==> config.mk <==
export PLATFORM = sky130hd
export DESIGN_NAME = regstack_seq
export DESIGN_NICKNAME = d
export VERILOG_FILES = /design/src/rtl/regstack_pkg.sv /design/src/rtl/regstack_decode.sv /design/src/rtl/regstack_slot.sv /design/src/rtl/regstack_sp.sv /design/src/rtl/regstack_seq.sv
export SDC_FILE = /design/constraint.sdc
export NUM_CORES = 1
export LEC_CHECK = 0
export ABC_AREA = 0
export BUFFER_PORTS_ARGS = -buffer_cell sky130_fd_sc_hd__clkbuf_2
export CAP_MARGIN = 0
export CORE_MARGIN = 4
export CORE_UTILIZATION = 46
export CTS_CLUSTER_DIAMETER = 40
export DETAILED_ROUTE_END_ITERATION = 10
export PLACE_DENSITY = 0.77
export SLEW_MARGIN = 0
export SYNTH_ARGS = -nofsm -noshare
export SYNTH_HDL_FRONTEND = slang
export SYNTH_SLANG_ARGS = --single-unit
==> constraint.sdc <==
create_clock -name clk -period 2.41 [get_ports clk]
set_clock_uncertainty 0.1 [all_clocks]
set_input_delay 0.3615 -clock clk [delete_from_list [all_inputs] [get_ports clk]]
set_output_delay 0.3615 -clock clk [all_outputs]
set_load 0.01 [all_outputs]
==> src/rtl/regstack_pkg.sv <==
// Shared constants and types for the register-range stack sequencer.
// Assumes a 32-entry-addressable register port where 0..15 are general
// registers and 16 selects PR.
package regstack_pkg;
    localparam int RF_AW = 5;
    localparam int SLOT_W = 4;
    localparam logic [RF_AW-1:0] SP_IDX = 5'd15;
    localparam logic [RF_AW-1:0] PR_IDX = 5'd16;
    localparam logic [SLOT_W-1:0] SLOT_TOP = 4'hF;

    typedef enum logic [2:0] {
        ST_IDLE,
        ST_LDSP,
        ST_FETCH,
        ST_XFER,
        ST_STSP
    } seq_state_t;

    typedef struct packed {
        logic              push;
        logic [SLOT_W-1:0] first;
        logic [SLOT_W-1:0] last;
    } xfer_plan_t;
endpackage

==> src/rtl/regstack_decode.sv <==
// Command decoder: recognises the four transfer words and produces the
// first slot, last slot and direction. Purely combinational.
module regstack_decode
    import regstack_pkg::*;
(
    input  logic [15:0] insn,
    output logic        hit,
    output xfer_plan_t  plan
);
    logic [SLOT_W-1:0] sel;
    logic              is_pop;
    logic              is_low;

    // decode fields and range ends
    always_comb begin
        sel    = insn[11:8];
        is_pop = insn[2];
        is_low = insn[0];
        hit    = (insn[15:12] == 4'b0100) && (insn[7:3] == 5'b11110) && !insn[1];
        plan.push = !is_pop;
        case ({is_pop, is_low})
            2'b01:   begin plan.first = sel;      plan.last = '0;       end
            2'b11:   begin plan.first = '0;       plan.last = sel;      end
            2'b00:   begin plan.first = SLOT_TOP; plan.last = sel;      end
            default: begin plan.first = sel;      plan.last = SLOT_TOP; end
        endcase
    end
endmodule

==> src/rtl/regstack_slot.sv <==
// Slot walker: holds the current slot, steps it down for pushes and up
// for pops, and flags the final slot. Assumes first/last are ordered for
// the direction given at load time.
module regstack_slot
    import regstack_pkg::*;
(
    input  logic              clk,
    input  logic              rst_n,
    input  logic              load,
    input  logic [SLOT_W-1:0] first,
    input  logic [SLOT_W-1:0] last,
    input  logic              down,
    input  logic              step,
    output logic [SLOT_W-1:0] cur,
    output logic              at_last
);
    logic [SLOT_W-1:0] last_q;
    logic              down_q;

    // current slot, end slot and direction registers
    always_ff @(posedge clk) begin
        if (!rst_n) begin
            cur    <= '0;
            last_q <= '0;
            down_q <= 1'b0;
        end else if (load) begin
            cur    <= first;
            last_q <= last;
            down_q <= down;
        end else if (step) begin
            cur <= down_q ? cur - 1'b1 : cur + 1'b1;
        end
    end

    assign at_last = (cur == last_q);
endmodule

==> src/rtl/regstack_sp.sv <==
// Stack pointer shadow: loaded from R15 once, then stepped by one word
// per transfer. Also offers the predecremented address for stores.
module regstack_sp #(
    parameter int XLEN = 32
) (
    input  logic            clk,
    input  logic            rst_n,
    input  logic            load,
    input  logic [XLEN-1:0] load_val,
    input  logic            step,
    input  logic            down,
    output logic [XLEN-1:0] sp_q,
    output logic [XLEN-1:0] sp_dn
);
    localparam logic [XLEN-1:0] STEP = XLEN'(XLEN / 8);

    // pointer register
    always_ff @(posedge clk) begin
        if (!rst_n)
            sp_q <= '0;
        else if (load)
            sp_q <= load_val;
        else if (step)
            sp_q <= down ? sp_q - STEP : sp_q + STEP;
    end

    assign sp_dn = sp_q - STEP;
endmodule

==> src/rtl/regstack_seq.sv <==
// Register-range stack transfer sequencer (top).
// Accepts a transfer word while idle, reads R15, moves one word per slot
// through the memory port (slot 15 = PR), then writes R15 back once.
// Assumes rf_rdata is a combinational read of rf_addr and that mem_rdata
// is valid in the cycle mem_ready is high.
module regstack_seq
    import regstack_pkg::*;
#(
    parameter int XLEN = 32
) (
    input  logic             clk,
    input  logic             rst_n,
    input  logic             cmd_valid,
    input  logic [15:0]      cmd_insn,
    output logic             busy,
    output logic             done,
    output logic [RF_AW-1:0] rf_addr,
    output logic             rf_we,
    output logic [XLEN-1:0]  rf_wdata,
    input  logic [XLEN-1:0]  rf_rdata,
    output logic             mem_req,
    output logic             mem_we,
    output logic [XLEN-1:0]  mem_addr,
    output logic [XLEN-1:0]  mem_wdata,
    input  logic [XLEN-1:0]  mem_rdata,
    input  logic             mem_ready
);
    seq_state_t        state_q, state_d;
    xfer_plan_t        dec_plan;
    logic              dec_hit;
    logic              accept;
    logic              beat;
    logic              push_q;
    logic              done_q;
    logic [XLEN-1:0]   data_q;
    logic [SLOT_W-1:0] cur_slot;
    logic              at_last;
    logic [RF_AW-1:0]  slot_rf;
    logic [XLEN-1:0]   sp_q, sp_dn;

    regstack_decode u_dec (
        .insn (cmd_insn),
        .hit  (dec_hit),
        .plan (dec_plan)
    );

    assign accept = (state_q == ST_IDLE) && cmd_valid && dec_hit;
    assign beat   = (state_q == ST_XFER) && mem_ready;

    regstack_slot u_slot (
        .clk     (clk),
        .rst_n   (rst_n),
        .load    (accept),
        .first   (dec_plan.first),
        .last    (dec_plan.last),
        .down    (dec_plan.push),
        .step    (beat),
        .cur     (cur_slot),
        .at_last (at_last)
    );

    regstack_sp #(.XLEN(XLEN)) u_sp (
        .clk      (clk),
        .rst_n    (rst_n),
        .load     (state_q == ST_LDSP),
        .load_val (rf_rdata),
        .step     (beat),
        .down     (push_q),
        .sp_q     (sp_q),
        .sp_dn    (sp_dn)
    );

    // slot 15 stands for PR on the register port
    assign slot_rf = (cur_slot == SLOT_TOP) ? PR_IDX : {1'b0, cur_slot};

    // state, direction, store data and done pulse registers
    always_ff @(posedge clk) begin
        if (!rst_n) begin
            state_q <= ST_IDLE;
            push_q  <= 1'b0;
            data_q  <= '0;
            done_q  <= 1'b0;
        end else begin
            state_q <= state_d;
            done_q  <= (state_q == ST_STSP);
            if (accept)
                push_q <= dec_plan.push;
            if (state_q == ST_FETCH)
                data_q <= rf_rdata;
        end
    end

    // next state and port drive per state
    always_comb begin
        state_d   = state_q;
        rf_addr   = '0;
        rf_we     = 1'b0;
        rf_wdata  = '0;
        mem_req   = 1'b0;
        mem_we    = 1'b0;
        mem_addr  = '0;
        mem_wdata = '0;
        case (state_q)
            ST_IDLE: begin
                if (accept)
                    state_d = ST_LDSP;
            end
            ST_LDSP: begin
                rf_addr = SP_IDX;
                state_d = push_q ? ST_FETCH : ST_XFER;
            end
            ST_FETCH: begin
                rf_addr = slot_rf;
                state_d = ST_XFER;
            end
            ST_XFER: begin
                mem_req   = 1'b1;
                mem_we    = push_q;
                mem_addr  = push_q ? sp_dn : sp_q;
                mem_wdata = data_q;
                if (!push_q) begin
                    rf_addr  = slot_rf;
                    rf_we    = mem_ready;
                    rf_wdata = mem_rdata;
                end
                if (mem_ready)
                    state_d = at_last ? ST_STSP : (push_q ? ST_FETCH : ST_XFER);
            end
            ST_STSP: begin
                rf_we    = 1'b1;
                rf_addr  = SP_IDX;
                rf_wdata = sp_q;
                state_d  = ST_IDLE;
            end
            default: state_d = ST_IDLE;
        endcase
    end

    assign busy = (state_q != ST_IDLE);
    assign done = done_q;
endmodule

==> results of run 1 <==
==> synthesized netlist by cell type, types with 3 or more instances <==
library cell,count,area share (%)
a211oi_1,12,1.7
a21o_1,7,0.97
a21oi_1,60,5.5
a221oi_1,5,0.81
a222oi_1,4,0.74
a22o_1,27,4.4
a22oi_1,12,1.7
a31oi_1,10,1.2
and2_1,6,0.69
and3_1,44,5.1
buf_2,8,0.74
clkbuf_1,62,4.3
dfxtp_1,77,28
ha_1,6,1.4
inv_1,14,0.97
maj3_1,4,0.74
mux2i_1,6,1.1
nand2_1,109,7.6
nand2b_1,5,0.58
nand3_1,22,2.0
nand3b_1,3,0.42
nand4_1,14,1.6
nor2_1,78,5.4
nor3_1,23,2.1
nor3_2,4,0.74
nor3b_1,3,0.42
nor4_1,11,1.3
o21ai_0,23,2.1
or3_1,15,1.7
xnor2_1,35,5.7
xor2_1,14,2.3
==> how the worst max path moves through the flow <==
stage               depth (start not counted)  slack (ns)      endpoint     startpoint
finish                                      7       -0.18  mem_addr[31]   u_sp.sp_q[4]
floorplan                                   6        0.01  mem_addr[31]  u_sp.sp_q[13]
detailed placement                          8        0.08  mem_addr[28]   u_sp.sp_q[7]
global route                                7       -0.26  mem_addr[31]  u_sp.sp_q[24]
CTS                                         6       -0.11  mem_addr[31]  u_sp.sp_q[21]
global placement                            6        0.12  mem_addr[31]   u_sp.sp_q[7]
==> cell type report <==
| type | count | area (µm²) | area share, % |
|---|---|---|---|
| Clock inverter | 7 | 123 | 1.61 |
| Timing Repair Buffer | 277 | 1660 | 21.8 |
| Clock buffer | 9 | 225 | 2.95 |
| Multi-Input combinational cell | 594 | 3830 | 50.2 |
| Tap cell | 143 | 179 | 2.35 |
| Inverter | 15 | 56.3 | 0.738 |
| Sequential cell | 77 | 1550 | 20.4 |
==> cell families (layout without fill, tap and decap cells) <==
family                   count (synthesis)  in the layout
AO/OA/AOI/OAI                          177            177
XOR/XNOR                                49             49
adder cells (fa/ha/maj)                 11             11
buffers and inverters                   87            308
flip-flops                              77             77
multiplexers                             6              6
AND/OR/NAND/NOR                        351            351
==> state kept, by name, summed over array words and instances (netlist names) <==
| name | cells |
|---|---|
| push_q | 1 |
| state_q | 3 |
| data_q | 32 |
| done | 1 |
| u_slot.last_q | 4 |
| u_slot.cur | 4 |
| u_sp.sp_q | 32 |
==> through the flow <==
step / area, µm² / hold WS, ns / utilization, % / worst slack (ns) / TNS, ns
after floorplan: 5440 / 0.332 / - / 0.0106 / 0
final: 7630 / 0.168 / 66.5 / -0.184 / -1.34
after detailed placement: 6870 / 0.343 / 59.9 / 0.0821 / 0
after global placement: 6870 / 0.339 / 59.9 / 0.117 / 0
after global routing: 7630 / 0.160 / 66.5 / -0.265 / -3.49
after CTS: 7440 / 0.154 / 64.9 / -0.111 / -0.517
==> layer usage <==
| layer | track usage [%] | wire length (µm) | vias up |
|---|---|---|---|
| met2 | 48.1 | 9530 | 385 |
| li1 | - | - | 3129 |
| met4 | 16.2 | 1280 | 2 |
| met5 | 0 | 13 | - |
| met1 | 36.1 | 7750 | 3094 |
| met3 | 4.61 | 1780 | 99 |
==> timing repair <==
action	in CTS	in global routing
cloned	0	0
endpoints found under the setup margin	20	49
pin swaps	21	22
gates resized for setup	36	42
buffers inserted	10	6
hold endpoints to repair	0	0
==> where the power goes <==
| part | internal (mW) | switching, mW |
|---|---|---|
| logic | 0.438 | 0.595 |
| registers | 1.35 | 0.0530 |
| clock network | 1.02 | 0.565 |
| total | 2.80 | 1.21 |
==> critical path, stage by stage, from the launching register on <==
cell and delay (ns):
dfxtp_2 0.33, nor3_4 0.25, nand3_2 0.12, or3_4 0.40
buf_4 0.15, o21ai_0 0.27, a21oi_2 0.11, buf_2 0.16
==> impl_results.md, run 1 <==
* Status: complete, but fails checks
* Failing checks: negative setup slack
* Drt wl/cell at 18.1 µm
* Total track usage at roughly 29%
* Cell Pwr Density at around 530 mW/mm²
* Reg-to-reg setup timing slack at 0.15 ns
* DIE HEIGHT at about 120 µm
* Most frequent cells in the layout: 179 x clkbuf_2, 108 x nand2_1, 78 x buf_4
* Pre-antenna DRT Iters at 6
* CP max FO at 3
* CTS tree: yes
* Clk_lat worst skew at about 0.33 ns
* Post-Syn Nets at roughly 850
* HP Class: input pin to flop
* Clock transition at the registers of the reported paths at roughly 0.060 ns
* Syn Inst Count at 758
* Crit path required time at about 2.0 ns
* CTS H-Tree Depth at 3
* Row cnt at 39
* I/O pin total at 190
* N_diodes at 0
* Syn-to-layout area delta at 40.9%
* WHS Endpoint: u_sp.sp_q[0]
* Worst setup SP type: flop
* Vias per cell at ~6.0
* Worst hold path startpoint: rf_rdata[0]
* Congestion Overflow GR at 0
* Total CTS buffers at 9
* Final critical-path share of the clock period at 108%
* Syn Area/Cell at 7.14 µm²
* Fin. max-slew vios at 0
* Peak supply drop at approximately 440 µV
* Post-Synth Adder-Cell Area at under 10%
* Post-synthesis cell area at around 0.0054 mm²
* RSZ-0062 raised after global routing: yes
* Drt initial violations at between 600 and 700
* First-pass GRT wire length at 31400 µm
* Vias in the first global route at a little over 6000
* Seq cells post-synth at 77
* Starting density of the core at about 47%
* Number of synthesized flops with an enable pin at 0
* Post-synth top flop: dfxtp_1
* R2r worst-path depth at 9
* Die X at approximately 120 µm
* Async SR Flop Fraction at 0%
* Hold Path Depth at 3
* Ys Warns at 0
* Layout net count at 1065
* Routed WL at between 20000 and 25000 µm
* Max-Cap Viols at 0
* Simple-gate share of the synthesized area at between 30% and 40%
* Sink Count at 77
* Maximum clock frequency at ~390 MHz
* Final ANT Viol Nets at 0
* I/O Buffers at between 150 and 200
* Final hold viol count at 0
* Post-synthesis cell type count at 59
* Fin crit period at around 2.6 ns
* Mux share of post-synthesis cell area at under 10%
* Largest family of logic cells by synthesized area: simple AND/OR/NAND/NOR gates
* Routability cong. at roughly 1
* Power Total at approximately 4 mW
* Core area at around 0.011 mm²
* Largest net degree at the start of global routing at 38
* Layout cells sized above 1 at a little over a third
* Vias after detailed routing at 6709
* Layout Cells excl Fill at approximately 1100
* Setup violators final at 18
* WP data arrival at 2.13 ns
* LEAKAGE at roughly 3.4 nW
* DRC errors left at 0
* Post-synthesis sequential area ratio at 28.5%
* R2r endpoint: u_sp.sp_q[20]
* Die area at approximately 0.014 mm²
* Critical path endpoint category: output pin
* Placed cells at between 1000 and 1500
* Worst-Margin Slew at 0.557 ns
* Fillers at approximately 970
* Max-slew headroom at between 60% and 70%
* Clk buf depth at 2
* Synth Area in Compound Gates at between 20% and 30%
* Root Driver: clkbuf_16
* Crit Path Class: flop to output pin
* Number of antenna violations at the first check in global routing at 1
* Setup ws final at -0.184 ns
* Commonest non-fill, non-tap cell in the layout: clkbuf_2
* Synth Area in XOR/XNOR at ~8%
* Worst R2R Start: u_sp.sp_q[7]
* Post-CTS Hold Buffers at 0
* Hpwl dp at ~15000 µm
No activity file was read; power rests on OpenSTA's default activity.
==> inputs of run 2 (changes only) <==
CORE_UTILIZATION = 48   (was 46)
PLACE_DENSITY = 0.79   (was 0.77)
SYNTH_HIERARCHICAL = 1   (was default)
==> impl_results.md, run 2 <==
* Status: complete, but fails checks
* Failing checks: negative setup slack
* CP max stage cell: or4_4
* Commonest non-fill, non-tap cell in the layout: clkbuf_2
* Max-slew headroom at 53.0%
* Worst setup SP type: flop
* Placed cell areas at 0.00767 mm²
* Yosys top cell area share at around a quarter
* Area occupied by multi-input gates at approximately 0.0045 mm²
* Routability cong. at between 0.9 and 1
* Number of antenna violations at the first check in global routing at 0
* Crit path largest cell delay at 0.58 ns
* Vias per cell at 5.90
* Met2 Usage GRT at around 44%
* Maximum clock frequency at 334 MHz
* Clk buf depth at 2
* Starting density of the core at 49.9%
* I/O Buffers at 189
* Ranking of synthesized cells by area: dfxtp_1 26%, mux2i_1 8.0%, nand2_1 7.1%
* Synth area leader: dfxtp_1
* Pre-antenna DRT Iters at 5
* Post-synthesis cell area at 0.00612 mm²
* Cell Pwr Density at slightly below 600 mW/mm²
* Root Driver: clkbuf_16
* Die area at roughly 0.015 mm²
* Clock transition at the registers of the reported paths at around 0.07 ns
* Total CTS buffers at 9
* Vias in the first global route at between 6000 and 7000
* Congestion Overflow GR at 0
* Most frequent cell after synthesis: nand2_1
* Most frequent cells in the layout: 169 x clkbuf_2, 110 x nand2_1, 78 x buf_4
* WP data arrival at roughly 2.5 ns
* Vias after detailed routing at 7145
* Critical path endpoint category: output pin
* Post-synth top flop: dfxtp_1
* Number of synthesized flops with an enable pin at 0
* Setup ws final at -0.587 ns
* Final hold viol count at 0
* CTS H-Tree Depth at 3
* Post-synth top cells: 116 x nand2_1, 78 x dfxtp_1, 68 x nor2_1, 49 x mux2i_1, 41 x clkbuf_1
* Total track usage at between 20% and 30%
* Worst path cell trace: or3_1 > or4_4 > or3_4 > xnor2_1 > mux2i_1 > nor2_1 > buf_2
* Post-synthesis sequential area ratio at between 20% and 30%
* Post-Syn Nets at between 900 and 1000
* Die X at 121 µm
* Crit path required time at just under 2 ns
* Post-synthesis cell type count at 73
* DIE HEIGHT at between 100 and 150 µm
* Max-Cap Viols at 0
* Async SR Flop Fraction at 0%
* I/O pin total at 190
* Worst-Margin Slew at roughly 0.70 ns
* Layout cells sized above 1 at a little over a third
* LEAKAGE at between 3 and 4 nW
* Row cnt at 40
* Setup violators final at 29
* CP max FO at 2
* RSZ-0062 raised after global routing: yes
* Fin crit period at ~3 ns
* Routed WL at between 20000 and 25000 µm
* Crit Path Class: flop to output pin
* Sink Count at 78
* Core area at 0.0123 mm²
* Met1 Track Usage GR at 37.2%
* Layout net count at ~1100
* Post-CTS Hold Buffers at 0
* CTS tree: yes
* Drt wl/cell at around 18 µm
* Fillers at 997
* First-pass GRT wire length at around 33000 µm
* Fin. max-slew vios at 0
* DRC errors left at 0
* Final critical-path share of the clock period at 124%
* Seq. cell area at roughly 0.0016 mm²
* Syn Inst Count at approximately 800
* Ys Warns at 6
* Syn-to-layout area delta at 38.1%
* Met3 Usage GRT at under 10%
* Hpwl dp at ~15000 µm
* Clk_lat worst skew at between 0.3 and 0.4 ns
* Largest net degree at the start of global routing at 73
* Most Crowded Layer GR: met2
* Power Total at 4.89 mW
* N_diodes at 0
* Seq cells post-synth at 78
* Largest regs: data_q (32), u_sp/sp_q (32)
* Peak supply drop at roughly 330 µV
* HP Class: input pin to flop
* Drt initial violations at 686
* Final ANT Viol Nets at 0
* Syn Area/Cell at 7.53 µm²
* Post-route cell area at between 0.008 and 0.009 mm²
[run 2: changes by cell type after synthesis, moves of 10 or more]
cell	before	now
a21boi_1	0	31
a21oi_1	60	26
a22oi_1	12	1
and2_1	6	37
and3_1	44	11
buf_2	8	22
clkbuf_1	62	41
mux2i_1	6	49
nor2_1	78	68
o21ai_0	23	33
xnor2_1	35	23
xor2_1	14	26
[run 2: logic make-up (layout without fill, tap and decap cells)]
| logic type | Yosys count | in the layout | share of synthesized area, % |
|---|---|---|---|
| AND/OR/NAND/NOR | 362 | 362 | 30.6 |
| AO/OA/AOI/OAI | 175 | 175 | 20.3 |
| buffers and inverters | 91 | 322 | 6.82 |
| flip-flops | 78 | 78 | 25.5 |
| XOR/XNOR | 49 | 49 | 7.01 |
| multiplexers | 49 | 49 | 8.01 |
| adder cells (fa/ha/maj) | 9 | 9 | 1.80 |
[run 2: routing by layer]
layer	routed length, µm	vias up
met5	0	-
met4	527	0
met3	2300	77
met2	10000	448
met1	9100	3301
li1	-	3319
[run 2: power by group]
part | internal, mW | switching [mW]
clock network | 0.806 | 0.587
registers | 1.38 | 0.0805
logic | 1.01 | 1.02
total | 3.20 | 1.69
[run 2: timing repair]
item                       in CTS  in global routing
resized for setup              42                 70
gates cloned                    0                  0
setup endpoints to repair      25                 66
buffers inserted               14                  4
pin swaps                      27                 46
[run 2: metrics by stage]
step / setup WS [ns] / hold slack (ns) / utilization, % / cells / TNS [ns]
final: -0.587 / 0.155 / 69.0 / 1212 / -8.63
after global routing: -0.670 / 0.160 / 69.0 / 1212 / -11.88
after CTS: -0.523 / 0.146 / 67.2 / 1212 / -8.60
after detailed placement: -0.241 / 0.340 / 62.6 / 1184 / -1.58
after global placement: -0.211 / 0.336 / 62.6 / 1184 / -1.13
after floorplan: -0.374 / 0.330 / - / 813 / -2.74
[run 2: path summary, 6_finish.rpt]
path	to	slack (ns)	cells after the start	startpoint
worst max-delay path	mem_addr[28]	-0.59	7	u_sp/sp_q[18]
worst max register to register	u_sp/sp_q[28]	-0.12	7	u_sp/sp_q[14]
worst min register to register	data_q[3]	0.35	2	data_q[3]
worst min-delay path	data_q[20]	0.16	3	rf_rdata[20]
[run 2: worst max-delay path, delay by kind of cell, from the launching register on]
kind | cells | cell delay, ns
buffers and inverters | 1 | 0.14
DFF | 1 | 0.32
and+or+nand+nor | 4 | 1.49
xor gates and xnor gates | 1 | 0.16
muxes | 1 | 0.10
[run 2: final cells by class]
| type | instances | area share (%) |
|---|---|---|
| multi-input combinational | 644 | 53.0 |
| timing repair buffer | 290 | 21.7 |
| sequential | 78 | 18.6 |
| clock buffer | 9 | 2.66 |
| tap | 168 | 2.48 |
| clock inverter | 7 | 0.873 |
| inverter | 16 | 0.710 |
